File: config.mk
export PLATFORM = sky130hd
export DESIGN_NAME = eic_datapath
export DESIGN_NICKNAME = d
export VERILOG_FILES = /design/src/rtl/eic_pkg.sv /design/src/rtl/eic_datapath.sv
export SDC_FILE = /design/constraint.sdc
export NUM_CORES = 1
export LEC_CHECK = 0
export BUFFER_PORTS_ARGS = -buffer_cell sky130_fd_sc_hd__buf_2
export CORE_MARGIN = 5
export CORE_UTILIZATION = 49
export CTS_CLUSTER_SIZE = 8
export DETAILED_ROUTE_END_ITERATION = 8
export PLACE_DENSITY = 0.76
export SETUP_SLACK_MARGIN = 0.4
export SYNTH_ARGS = -nofsm -noshare
export SYNTH_HDL_FRONTEND = slang
export SYNTH_SLANG_ARGS = --single-unit
File: constraint.sdc
create_clock -name clk -period 2.1 [get_ports clk]
set_clock_uncertainty 0.1 [all_clocks]
set_input_delay 0.105 -clock clk [delete_from_list [all_inputs] [get_ports clk]]
set_output_delay 0.105 -clock clk [all_outputs]
set_load 0.02 [all_outputs]
File: src/rtl/eic_pkg.sv
package eic_pkg;
  typedef enum logic [1:0] {
    MODE_SLEEP   = 2'd0,
    MODE_STARTUP = 2'd1,
    MODE_CHECK   = 2'd2,
    MODE_DONE    = 2'd3
  } eicMode_e;

  typedef struct packed {
    logic cfgLoad;
    logic startClear;
    logic startInc;
    logic cntClear;
    logic cntInc;
    logic passClear;
    logic passInc;
  } eicStrobe_t;

  typedef struct packed {
    logic edgeSeen;
    logic belowLo;
    logic hitHi;
    logic startDone;
    logic passLast;
  } eicStatus_t;
endpackage

File: src/rtl/eic_datapath.sv
module eic_datapath
  import eic_pkg::*;
#(
  parameter int LIM_W       = 6,
  parameter int START_W     = 8,
  parameter int PASS_NEED   = 3,
  parameter int SYNC_STAGES = 2,
  parameter int LO_DEF      = 14,
  parameter int HI_DEF      = 24,
  parameter int START_DEF   = 8
) (
  input  logic               clk,
  input  logic               rstN,
  input  logic               dataIn,
  input  logic [LIM_W-1:0]   cfgLimLo,
  input  logic [LIM_W-1:0]   cfgLimHi,
  input  logic [START_W-1:0] cfgStartup,
  input  eicStrobe_t         sb,
  output eicStatus_t         st,
  output logic [LIM_W-1:0]   limLoQ,
  output logic [LIM_W-1:0]   limHiQ
);
  localparam int PASS_W = (PASS_NEED > 1) ? $clog2(PASS_NEED) : 1;
  localparam logic [LIM_W-1:0] CNT_MAX = {LIM_W{1'b1}};
  localparam logic [PASS_W-1:0] PASS_LAST = PASS_W'(PASS_NEED - 1);

  logic [SYNC_STAGES-1:0] syncQ;
  logic                   lastQ;
  logic [LIM_W-1:0]       intCnt;
  logic [START_W-1:0]     startCnt;
  logic [START_W-1:0]     startLen;
  logic [PASS_W-1:0]      passCnt;
  logic [LIM_W:0]         cntNext;
  logic [START_W:0]       startNext;

  // synchronizer chain, one flop per stage
  genvar gi;
  generate
    for (gi = 0; gi < SYNC_STAGES; gi++) begin : g_sync
      always_ff @(posedge clk or negedge rstN) begin
        if (!rstN) syncQ[gi] <= 1'b0;
        else if (gi == 0) syncQ[gi] <= dataIn;
        else syncQ[gi] <= syncQ[(gi == 0) ? 0 : gi-1];
      end
    end
  endgenerate

  always_ff @(posedge clk or negedge rstN) begin
    if (!rstN) lastQ <= 1'b0;
    else lastQ <= syncQ[SYNC_STAGES-1];
  end

  // configuration registers
  always_ff @(posedge clk or negedge rstN) begin
    if (!rstN) begin
      limLoQ   <= LIM_W'(LO_DEF);
      limHiQ   <= LIM_W'(HI_DEF);
      startLen <= START_W'(START_DEF);
    end else if (sb.cfgLoad) begin
      limLoQ   <= cfgLimLo;
      limHiQ   <= cfgLimHi;
      startLen <= cfgStartup;
    end
  end

  // interval counter, saturating
  always_ff @(posedge clk or negedge rstN) begin
    if (!rstN) intCnt <= '0;
    else if (sb.cntClear) intCnt <= '0;
    else if (sb.cntInc && intCnt != CNT_MAX) intCnt <= intCnt + 1'b1;
  end

  // startup counter
  always_ff @(posedge clk or negedge rstN) begin
    if (!rstN) startCnt <= '0;
    else if (sb.startClear) startCnt <= '0;
    else if (sb.startInc) startCnt <= startCnt + 1'b1;
  end

  // consecutive pass counter
  always_ff @(posedge clk or negedge rstN) begin
    if (!rstN) passCnt <= '0;
    else if (sb.passClear) passCnt <= '0;
    else if (sb.passInc) passCnt <= passCnt + 1'b1;
  end

  assign cntNext   = {1'b0, intCnt} + 1'b1;
  assign startNext = {1'b0, startCnt} + 1'b1;

  always_comb begin
    st.edgeSeen  = syncQ[SYNC_STAGES-1] ^ lastQ;
    st.belowLo   = intCnt < limLoQ;
    st.hitHi     = cntNext >= {1'b0, limHiQ};
    st.startDone = startNext >= {1'b0, startLen};
    st.passLast  = (PASS_NEED <= 1) ? 1'b1 : (passCnt == PASS_LAST);
  end
endmodule

==> results.sh <==
export IMPL_final_net_count=359
export IMPL_reg2reg_depth=5
export IMPL_worstSetupStartpointType="flip-flop"
export IMPL_cts_root_buf="sky130_fd_sc_hd__clkbuf_8"
export IMPL_top_level_ports=47
export IMPL_postLayoutCoreUtil=0.689
export IMPL_synth_area_top_cells="sky130_fd_sc_hd__dfrtp_1 (38%), sky130_fd_sc_hd__ha_1 (13%), sky130_fd_sc_hd__dfstp_2 (7.3%)"
export IMPL_cts_max_path_buffers=2
export IMPL_ys_seq_area_frac=0.458
export IMPL_most_frequent_cells_in_the_layout="sky130_fd_sc_hd__buf_2 (44), sky130_fd_sc_hd__dfrtp_1 (32), sky130_fd_sc_hd__nand2_1 (27)"
export IMPL_io_buffer_count=46
export IMPL_synth_net_count=273
export IMPL_hold_viol=0
export IMPL_outcome="finished with violations"
export IMPL_vias=1809
export IMPL_worst_path_max_fanout=3
export IMPL_cts_tree="built"
export IMPL_crit_path_start="startCnt[1]"
export IMPL_synthesized_netlist_cell_count=221
export IMPL_initial_core_util=0.500
export IMPL_initialDrtViolationCount=63
export IMPL_placed_cells=325
export IMPL_max_slew_margin_rel=0.442
export IMPL_total_design_power_mw=1.69
export IMPL_syn_mean_instance_area_um2=9.71
export IMPL_cts_buffers=5
export IMPL_postPlaceCellArea_mm2=0.00255
export IMPL_area_delta_synth_final_pct=38.0
export IMPL_final_setup_viol_count=2
export IMPL_cts_sinks=39
export IMPL_tightestPinTransition_ns=0.837
export IMPL_period_minus_slack_ns=2.55
export IMPL_dp_final_hpwl_um=3430
export IMPL_worst_hold_slack_ns=0.00821
export IMPL_ys_warn_count=0
export IMPL_route_detailed_vias_per_inst=5.03
export IMPL_crit_reg2reg_launch="intCnt[0]"
export IMPL_r2r_end="intCnt[3]"
export IMPL_post_route_worst_setup_slack_ns=-0.448
export IMPL_critPathCapture="st[1]"
export IMPL_maximum_capacitance_violations=0
export IMPL_netlist_area_leader_share=0.385
export IMPL_setup_tns_final_ns=-0.486
export IMPL_wirelength_um=4850
export IMPL_first_global_vias=1860
export IMPL_grt_use_total=0.176
export IMPL_globalRoute_totalOverflow=0
export IMPL_row_count=24
export IMPL_setup_repair_after_global_routing_missed_its_margin="true"
export IMPL_final_max_slew_viol_count=0
export IMPL_critical_path_class="flip-flop to primary output"
export IMPL_floorplan_die_width_um=76.2
export IMPL_synth_cell_type_count=37
export IMPL_cts_htree_levels=2
export IMPL_hp_class="primary input to flip-flop"
export IMPL_gp_congestion=0.810
export IMPL_design_die_area_mm2=0.00580
export IMPL_achievable_frequency_mhz=392
export IMPL_maximum_number_of_pins_on_one_net_before_global_route_repair=40
export IMPL_stdcell_area_mm2=0.00296
export IMPL_violations_in_the_final_reports="negative setup slack"
export IMPL_static_leakage_power_nw=1.51
export IMPL_timing_reg2reg_setup_slack_ns=0.60
export IMPL_mappedNetlistArea_mm2=0.00215
export IMPL_cts_clock_pin_slew_for_the_worst_setup_and_hold_paths_ns=0.08
export IMPL_grt_first_pass_wirelength_um=8520
export IMPL_detailedPlace_worstSlack_ns=-0.204
export IMPL_routed_wire_length_per_instance_um=13.5
export IMPL_ant_nets=0
export IMPL_timing_critical_path_to_type="primary output"
export IMPL_commonest_non_fill_non_tap_cell_in_the_layout="sky130_fd_sc_hd__buf_2"
export IMPL_diodes=0
export IMPL_layout_drive_gt1_share=0.318
export IMPL_synth_top_cell_by_area="sky130_fd_sc_hd__dfrtp_1"
export IMPL_antenna_found_initial=0
export IMPL_cp_data_required_time_ns=1.89
export IMPL_drt_pre_antenna_iters=4
export IMPL_final_period_utilization=1.21
export IMPL_non_filler_instances=360
export IMPL_irDropWorstVdd_v=0.000388
export IMPL_die_height_um=76.2
export IMPL_drc=0
export IMPL_worst_endpoint_arrival_ns=2.34
export IMPL_floorplan_core_area_mm2=0.00429
export IMPL_total_of_flip_flops_plus_latches_after_synthesis=39
export IMPL_pwr_density_cell_mw_per_mm2=569
export IMPL_worstSkewPairLatency_ns=0.29
## flip-flops by register name, summed over array words and instances, names as in the netlist
name / flops
startCnt: 8
startLen: 8
intCnt: 6
limHiQ: 6
limLoQ: 6
passCnt: 2
syncQ: 2
lastQ: 1
## final cells by class
type | instances | area, um2
clock inverters | 3 | 20.0
well taps | 52 | 65.1
flip-flops and latches | 39 | 985
repair buffers | 86 | 606
inverters | 20 | 75.1
fillers | 328 | 1330
multi-input cells | 155 | 1140
clock buffers | 5 | 68.8
## synth_stat cells (all sizes together)
| library cell | number |
|---|---|
| a211oi | 1 |
| a21boi | 1 |
| a21o | 1 |
| a21oi | 8 |
| a22oi | 1 |
| a311oi | 1 |
| a31oi | 1 |
| and3 | 3 |
| and4 | 2 |
| buf | 4 |
| clkbuf | 3 |
| dfrtp | 33 |
| dfstp | 6 |
| ha | 22 |
| inv | 20 |
| mux2 | 3 |
| mux2i | 3 |
| nand2 | 27 |
| nand3 | 9 |
| nand4 | 2 |
| nor2 | 16 |
| nor2b | 1 |
| nor3 | 5 |
| o211ai | 1 |
| o21a | 1 |
| o21ai | 24 |
| o21bai | 1 |
| or2 | 1 |
| or3 | 1 |
| xnor2 | 5 |
| xor2 | 14 |
## worst max-delay path, stage by stage (launching register included)
cell	delay (ns)
sky130_fd_sc_hd__dfrtp_1	0.38
sky130_fd_sc_hd__ha_2	0.19
sky130_fd_sc_hd__and3_4	0.18
sky130_fd_sc_hd__and3_4	0.18
sky130_fd_sc_hd__xor2_1	0.14
sky130_fd_sc_hd__ha_1	0.32
sky130_fd_sc_hd__a21oi_2	0.13
sky130_fd_sc_hd__a21boi_1	0.08
sky130_fd_sc_hd__a311oi_2	0.22
sky130_fd_sc_hd__o21ai_2	0.08
sky130_fd_sc_hd__buf_2	0.16
## worst min-delay path by stage
stage	startpoint	end	depth (start not counted)
floorplan	rstN	intCnt[0]	0
global placement	dataIn	syncQ[0]	1
detailed placement	dataIn	syncQ[0]	1
CTS	sb[0]	passCnt[0]	3
global route	sb[0]	passCnt[0]	3
finish	sb[0]	passCnt[1]	3
## cell families (layout without fill, tap and decap cells)
group                      after synthesis  after routing  synth area share
AOI/OAI and AO/OA                       41             41             0.108
buffers and inverters                   27            114            0.0519
adders and majority gates               22             22             0.128
and+or+nand+nor                         67             67             0.146
muxes                                    6              6            0.0297
DFF                                     39             39             0.458
xor gates and xnor gates                19             19            0.0776
## per-layer routing
metal,part of all wire,global-route usage,up-vias
li1,-,-,924
met1,0.46,0.228,831
met3,0.046,0.0437,8
met4,0.012,0.0472,0
met2,0.48,0.292,46
met5,0,0,-
## power by group
part,internal (mW),total (mW),switching (mW)
logic,0.162,0.352,0.190
registers,0.808,0.836,0.0279
clock network,0.231,0.497,0.266
## what timing repair did
item                                    in CTS  in global routing
hold buffers                                25                  0
endpoints found under the setup margin       3                  3
pin swaps                                    7                  2
hold endpoints to repair                    69                  0
gates resized for setup                      9                  3
buffers inserted                             2                  0
No activity file was read; power rests on OpenSTA's default activity.
